## config.mk

```make
export PLATFORM = sky130hd
export DESIGN_NAME = sirq_ctrl
export DESIGN_NICKNAME = d
export VERILOG_FILES = /design/src/rtl/sirq_pkg.sv /design/src/rtl/sirq_pend.sv /design/src/rtl/sirq_prio.sv /design/src/rtl/sirq_regs.sv /design/src/rtl/sirq_ctrl.sv
export SDC_FILE = /design/constraint.sdc
export NUM_CORES = 1
export LEC_CHECK = 0
export BUFFER_PORTS_ARGS = -buffer_cell sky130_fd_sc_hd__buf_4
export CORE_MARGIN = 5
export CORE_UTILIZATION = 48
export DETAILED_ROUTE_END_ITERATION = 16
export PLACE_DENSITY = 0.69
export SLEW_MARGIN = 20
export SYNTH_ARGS = -nofsm -noshare
export SYNTH_HDL_FRONTEND = slang
export SYNTH_HIERARCHICAL = 1
export SYNTH_SLANG_ARGS = --single-unit
```

## constraint.sdc

```tcl
create_clock -name clk_i -period 2.26 [get_ports clk_i]
set_input_delay 0 -clock clk_i [delete_from_list [all_inputs] [get_ports clk_i]]
set_output_delay 0 -clock clk_i [all_outputs]
set_load 0.03 [all_outputs]
```

## src/rtl/sirq_pkg.sv

```systemverilog
package sirq_pkg;
  localparam int unsigned NUM_VEC = 64;
  localparam int unsigned DATA_W  = 32;
  localparam int unsigned FLAT_W  = 2 * DATA_W;
  localparam int unsigned VEC_W   = $clog2(NUM_VEC);
  localparam int unsigned ADDR_W  = 3;
  localparam int unsigned IDX_W   = $clog2(FLAT_W);

  typedef enum logic [ADDR_W-1:0] {
    A_MASK_HI = 3'd0,
    A_MASK_LO = 3'd1,
    A_PEND_HI = 3'd2,
    A_PEND_LO = 3'd3,
    A_VECTOR  = 3'd4
  } reg_addr_e;

  typedef struct packed {
    logic             valid;
    logic [IDX_W-1:0] idx;  // flat position: 32*high + bit
  } vmap_t;

  // Fixed, non-linear source -> (register, bit) table
  function automatic vmap_t vmap_f(int unsigned v);
    vmap_t m;
    int unsigned hi;
    int unsigned bitn;
    m.valid = 1'b1;
    hi      = 0;
    bitn    = 0;
    if (v == 0) begin
      m.valid = 1'b0;
    end else if (v < 16) begin
      bitn = 16 - v;
    end else if (v < 19) begin
      hi   = 1;
      bitn = 18 - v;
    end else if (v < 31) begin
      hi   = 1;
      bitn = 33 - v;
    end else if (v == 31) begin
      hi   = 1;
      bitn = 15;
    end else if (v < 48) begin
      bitn = 63 - v;
    end else begin
      hi   = 1;
      bitn = v - 32;
    end
    m.idx = IDX_W'(hi * DATA_W + bitn);
    return m;
  endfunction
endpackage

```

## src/rtl/sirq_pend.sv

```systemverilog
module sirq_pend
  import sirq_pkg::*;
(
  input  logic              clk_i,
  input  logic              rst_ni,
  input  logic [NUM_VEC-1:0] src_i,
  input  logic [FLAT_W-1:0] clr_i,
  output logic [FLAT_W-1:0] pend_o
);
  logic [FLAT_W-1:0] set_flat;
  logic [FLAT_W-1:0] pend_q;

  // route each source level to its scrambled flat position
  always_comb begin
    set_flat = '0;
    for (int unsigned v = 0; v < NUM_VEC; v++) begin
      vmap_t m;
      m = vmap_f(v);
      if (m.valid) set_flat[m.idx] = set_flat[m.idx] | src_i[v];
    end
  end

  // set wins over clear: level sources
  always_ff @(posedge clk_i or negedge rst_ni) begin
    if (!rst_ni) pend_q <= '0;
    else         pend_q <= (pend_q & ~clr_i) | set_flat;
  end

  assign pend_o = pend_q;

  AST_PEND_HOLD: assert property (@(posedge clk_i) disable iff (!rst_ni)
    1'b1 |=> ((($past(pend_q) & ~$past(clr_i)) & ~pend_q) == '0));
  AST_LEVEL_WINS: assert property (@(posedge clk_i) disable iff (!rst_ni)
    1'b1 |=> (($past(set_flat) & ~pend_q) == '0));
  AST_NO_SPURIOUS: assert property (@(posedge clk_i) disable iff (!rst_ni)
    1'b1 |=> ((pend_q & ~$past(pend_q) & ~$past(set_flat)) == '0));
endmodule

```

## src/rtl/sirq_prio.sv

```systemverilog
module sirq_prio
  import sirq_pkg::*;
(
  input  logic              clk_i,
  input  logic              rst_ni,
  input  logic [FLAT_W-1:0] pend_i,
  input  logic [FLAT_W-1:0] mask_i,
  output logic [VEC_W-1:0]  vec_o,
  output logic              irq_o
);
  logic [FLAT_W-1:0]  live_flat;
  logic [NUM_VEC-1:0] act_vec;
  logic [NUM_VEC-1:0] below;

  assign live_flat = pend_i & mask_i;

  // back to source-number order
  always_comb begin
    act_vec = '0;
    for (int unsigned v = 0; v < NUM_VEC; v++) begin
      vmap_t m;
      m = vmap_f(v);
      if (m.valid) act_vec[v] = live_flat[m.idx];
    end
  end

  // lowest nonzero source number wins
  always_comb begin
    vec_o = '0;
    for (int v = NUM_VEC - 1; v > 0; v--) begin
      if (act_vec[v]) vec_o = VEC_W'(v);
    end
  end

  assign irq_o = |live_flat;

  assign below = (NUM_VEC'(1) << vec_o) - NUM_VEC'(1);

  AST_IRQ_VEC: assert property (@(posedge clk_i) disable iff (!rst_ni)
    irq_o == (vec_o != '0));
  AST_WIN_LIVE: assert property (@(posedge clk_i) disable iff (!rst_ni)
    irq_o |-> act_vec[vec_o]);
  AST_WIN_LOWEST: assert property (@(posedge clk_i) disable iff (!rst_ni)
    irq_o |-> ((act_vec & below) == '0));
endmodule

```

## src/rtl/sirq_regs.sv

```systemverilog
module sirq_regs
  import sirq_pkg::*;
(
  input  logic              clk_i,
  input  logic              rst_ni,
  input  logic              req_i,
  input  logic              we_i,
  input  logic [ADDR_W-1:0] addr_i,
  input  logic [DATA_W-1:0] wdata_i,
  input  logic [FLAT_W-1:0] pend_i,
  input  logic [VEC_W-1:0]  vec_i,
  output logic [FLAT_W-1:0] mask_o,
  output logic [FLAT_W-1:0] clr_o,
  output logic [DATA_W-1:0] rdata_o
);
  logic              wr, rd;
  logic [DATA_W-1:0] mask_hi_q, mask_lo_q;
  logic [DATA_W-1:0] rdata_q, rd_mux;

  assign wr = req_i &  we_i;
  assign rd = req_i & ~we_i;

  always_ff @(posedge clk_i or negedge rst_ni) begin
    if (!rst_ni) begin
      mask_hi_q <= '0;
      mask_lo_q <= '0;
    end else if (wr) begin
      if (addr_i == A_MASK_HI) mask_hi_q <= wdata_i;
      if (addr_i == A_MASK_LO) mask_lo_q <= wdata_i;
    end
  end

  assign mask_o = {mask_hi_q, mask_lo_q};

  always_comb begin
    clr_o = '0;
    if (wr && addr_i == A_PEND_HI) clr_o[FLAT_W-1:DATA_W] = wdata_i;
    if (wr && addr_i == A_PEND_LO) clr_o[DATA_W-1:0]      = wdata_i;
  end

  always_comb begin
    case (addr_i)
      A_MASK_HI: rd_mux = mask_hi_q;
      A_MASK_LO: rd_mux = mask_lo_q;
      A_PEND_HI: rd_mux = pend_i[FLAT_W-1:DATA_W];
      A_PEND_LO: rd_mux = pend_i[DATA_W-1:0];
      A_VECTOR:  rd_mux = {vec_i, {(DATA_W-VEC_W){1'b0}}};
      default:   rd_mux = '0;
    endcase
  end

  always_ff @(posedge clk_i or negedge rst_ni) begin
    if (!rst_ni)  rdata_q <= '0;
    else if (rd)  rdata_q <= rd_mux;
  end

  assign rdata_o = rdata_q;

  AST_MASK_HI_HOLD: assert property (@(posedge clk_i) disable iff (!rst_ni)
    !(wr && addr_i == A_MASK_HI) |=> $stable(mask_hi_q));
  AST_MASK_LO_HOLD: assert property (@(posedge clk_i) disable iff (!rst_ni)
    !(wr && addr_i == A_MASK_LO) |=> $stable(mask_lo_q));
  AST_CLR_SRC: assert property (@(posedge clk_i) disable iff (!rst_ni)
    (clr_o != '0) |-> (wr && (addr_i == A_PEND_HI || addr_i == A_PEND_LO)));
  AST_VEC_LOW_ZERO: assert property (@(posedge clk_i) disable iff (!rst_ni)
    (rd && addr_i == A_VECTOR) |=> (rdata_o[DATA_W-VEC_W-1:0] == '0));
  AST_RD_STABLE: assert property (@(posedge clk_i) disable iff (!rst_ni)
    !rd |=> $stable(rdata_o));
endmodule

```

## src/rtl/sirq_ctrl.sv

```systemverilog
module sirq_ctrl
  import sirq_pkg::*;
(
  input  logic               clk_i,
  input  logic               rst_ni,
  input  logic [NUM_VEC-1:0] src_i,
  input  logic               req_i,
  input  logic               we_i,
  input  logic [ADDR_W-1:0]  addr_i,
  input  logic [DATA_W-1:0]  wdata_i,
  output logic [DATA_W-1:0]  rdata_o,
  output logic               irq_o
);
  logic [FLAT_W-1:0] mask_flat;
  logic [FLAT_W-1:0] pend_flat;
  logic [FLAT_W-1:0] clr_flat;
  logic [VEC_W-1:0]  vec_id;

  sirq_regs u_regs (
    .clk_i   (clk_i),
    .rst_ni  (rst_ni),
    .req_i   (req_i),
    .we_i    (we_i),
    .addr_i  (addr_i),
    .wdata_i (wdata_i),
    .pend_i  (pend_flat),
    .vec_i   (vec_id),
    .mask_o  (mask_flat),
    .clr_o   (clr_flat),
    .rdata_o (rdata_o)
  );

  sirq_pend u_pend (
    .clk_i  (clk_i),
    .rst_ni (rst_ni),
    .src_i  (src_i),
    .clr_i  (clr_flat),
    .pend_o (pend_flat)
  );

  sirq_prio u_prio (
    .clk_i  (clk_i),
    .rst_ni (rst_ni),
    .pend_i (pend_flat),
    .mask_i (mask_flat),
    .vec_o  (vec_id),
    .irq_o  (irq_o)
  );

  AST_MASKED_QUIET: assert property (@(posedge clk_i) disable iff (!rst_ni)
    (mask_flat == '0) |-> !irq_o);
endmodule

```

==> reports/results.ini <==
[run_status]
status = finished with violations
violations = negative setup slack

[critical_path]
crit_required_ps = 2260
path_max_fanout = 4
endpoint_kind = primary output
arrival_ps = 2420
cp-start-kind = flip-flop
path_class = flip-flop to primary output

[routing]
post_drt_wl_per_cell_um = 20.7
drt_iter0_markers = 550
drtPass1Iterations = 5
via_count = 7212
vias_per_cell = 5.67
routed_wl_um = 26300
drcViolationCount = 0
postRouteAntennaNets = 0

[sta]
worstMarginPinSlew_ps = 507
fin_skew_ps = 8.93
fin_hold_ws_ps = 65.5
rsz0062_at_grt = yes
setup_viol = 1
slew_headroom = 0.662
setup_tns_ps = -159
hold_viol_final = 0
slew_violations = 0
min_period_over_period = 1.07
fin_ws_ps = -159
max_freq_mhz = 413
final.min_clock_period_ps = 2420

[finish]
final_area_mm2 = 0.0119
drive_gt1_frac = 0.323
instances_no_fill = 1271
antenna_cells = 0
syn2layout_area_growth_pct = 42.9
layout.nets = 1137
finalCoreUtilization = 0.694

[logic_synthesis]
ys_types = 55
syn_nets = 826
ys.flop_type = dfrtp_1
synth.avg_cell_area_um2 = 11.5
async_flop_share = 1.00
synth_warnings = 6
yosysSeqAreaShare = 0.480
netlist_area_mm2 = 0.00834
synth_seq_cells = 160
synth-edff-count = 0
synth_cells = 723

[floorplan]
die-height_um = 142
io_pins = 136
die_w_um = 142
row_count = 48
start_util = 0.485
die-area_mm2 = 0.0201
coreArea_mm2 = 0.0172

[placed_design]
dpl.hpwl_um = 17700
place_ws_ps = -177
globalplace.congestion = 0.914
port_buffers = 134
placed_cell_area_mm2 = 0.00982
place_inst = 1094

[flow_run]
drv_cap = 0

[power_and_ir_drop]
power_frac_comb = 0.275
clkPwrFrac = 0.310
p_total_mw = 8.67
leakage_nw = 4.99
ir_drop_mv = 0.605
cell_internal_pwr_mw = 5.99
seqPwrFrac = 0.415
switchingPower_mw = 2.69
powerDensity_mw_per_mm2 = 728
swShare = 0.310

[clock_tree]
cts_tree = built
cts_sinks = 160
cts-buffers-inserted = 17
worst_skew_pair.late_latency_ps = 420
ctsHtreeMaxLevel = 4
clkTransAtPathRegs_ps = 70
cts-root-buf = clkbuf_16
clockBufferDepth = 2

[grt]
grt_pass1_vias = 7896
grt_overflow_total = 0
gr-usage-all-layers = 0.266
grt_start_max_net_pins = 92
antenna_found_initial = 1
grt_pass1_wl_um = 41800

[hold_path]
hold_path_class = primary input to asynchronous set/reset pin

## critical path, cell delays in order, from the launching register on
cell,delay (ps)
dfrtp_1,420
a22o_1,250
or2_1,250
or4_4,510
nor3_4,130
nand4b_1,210
buf_6,220
## path summary, 6_finish.rpt
check,start,to,slack (ps),depth (start not counted)
max,u_pend/pend_o[55],irq_o,-160,6
min,rst_ni,u_regs/rdata_o[11],70,2
max reg2reg,u_pend/pend_o[51],u_regs/rdata_o[26],90,9
min reg2reg,u_regs/rdata_o[13],u_regs/rdata_o[13],510,1
max in group asynchronous,rst_ni,u_regs/rdata_o[26],1350,3
min in group clk_i,addr_i[2],u_regs/rdata_o[26],70,4
## Yosys cell counts (all sizes together) (2+ instances only)
master / count / area (µm²)
dfrtp: 160 / 4000
a22oi: 34 / 275
buf: 14 / 91.3
nor3: 5 / 35.0
a21oi: 15 / 75.1
clkbuf: 14 / 52.6
nor2: 13 / 48.8
inv: 67 / 251
o21ai: 13 / 65.1
a22o: 32 / 290
o2bb2ai: 5 / 43.8
a32oi: 6 / 52.6
and2: 66 / 413
nand4: 7 / 56.3
nand3: 11 / 55.1
nand2: 59 / 221
nand4b: 2 / 17.5
mux4: 26 / 586
a211oi: 5 / 37.5
nand2b: 4 / 25.0
o2111ai: 2 / 17.5
a21o: 63 / 473
a32o: 4 / 40.0
nor2b: 2 / 12.5
mux2: 64 / 833
a221oi: 3 / 26.3
o211ai: 2 / 15.0
o22ai: 2 / 12.5
mux2i: 6 / 60.1
o31ai: 2 / 15.0
## repair_timing
item	CTS	global route
pin swaps	3	11
resized for setup	7	18
endpoints found under the setup margin	3	14
hold buffers	135	0
gates cloned	0	0
setup buffers	5	6
endpoints found under the hold margin	232	0
## area by class of cell
| class | count | area (µm²) |
|---|---|---|
| fillers | 1222 | 5260 |
| multi-input cells | 468 | 4060 |
| well taps | 225 | 282 |
| inverters | 67 | 251 |
| flip-flops and latches | 160 | 4010 |
| clock buffers | 23 | 498 |
| repair buffers | 320 | 2760 |
| clock inverters | 8 | 55.1 |
## power groups by stage
stage / combinational, mW / sequential (mW) / clock (mW)
finish: 2.38 / 3.60 / 2.69
global route: 2.53 / 3.65 / 2.87
CTS: 2.28 / 3.58 / 2.74
detailed placement: 2.08 / 3.63 / 0
global placement: 2.05 / 3.60 / 0
floorplan: 1.14 / 3.69 / 0
## placed cells by master, fill, tap and decap left out, drive strengths merged, types with 2 or more instances in the layout
master,n
a211oi,5
dlygate4sd3,135
clkinv,4
mux2i,6
nor2b,2
inv,68
a32o,4
o211ai,2
mux2,64
a221oi,3
nor2,13
o22ai,2
a21oi,15
o2bb2ai,5
nand3,11
nand4b,2
mux4,26
o21ai,13
a22oi,34
buf,185
o2111ai,2
and2,66
a21o,63
nand2b,4
nand2,59
clkinvlp,3
clkbuf,23
dfrtp,160
nand4,7
nor3,5
o31ai,2
a32oi,6
a22o,32
## state kept, by name, indices dropped and copies added (netlist names)
| name | flops |
|---|---|
| u_pend/pend_o | 64 |
| u_regs/mask_lo_q | 32 |
| u_regs/mask_hi_q | 32 |
| u_regs/rdata_o | 32 |
## routing by layer
| layer | share of wire | track usage | up-vias | routed length (µm) |
|---|---|---|---|---|
| li1 | - | - | 3246 | - |
| met1 | 0.41 | 0.331 | 3631 | 10700 |
| met2 | 0.50 | 0.457 | 278 | 13300 |
| met3 | 0.058 | 0.0529 | 55 | 1520 |
| met4 | 0.029 | 0.104 | 2 | 758 |
| met5 | 0.00049 | 0 | - | 13 |
## cell families (layout without fill, tap and decap cells)
logic type / Yosys count / count (layout) / synth area share
compound gates: 195 / 195 / 0.180
buf+inv: 95 / 418 / 0.0474
flops: 160 / 160 / 0.480
mux: 96 / 96 / 0.177
simple gates: 177 / 177 / 0.115
No activity file was read; power rests on OpenSTA's default activity.
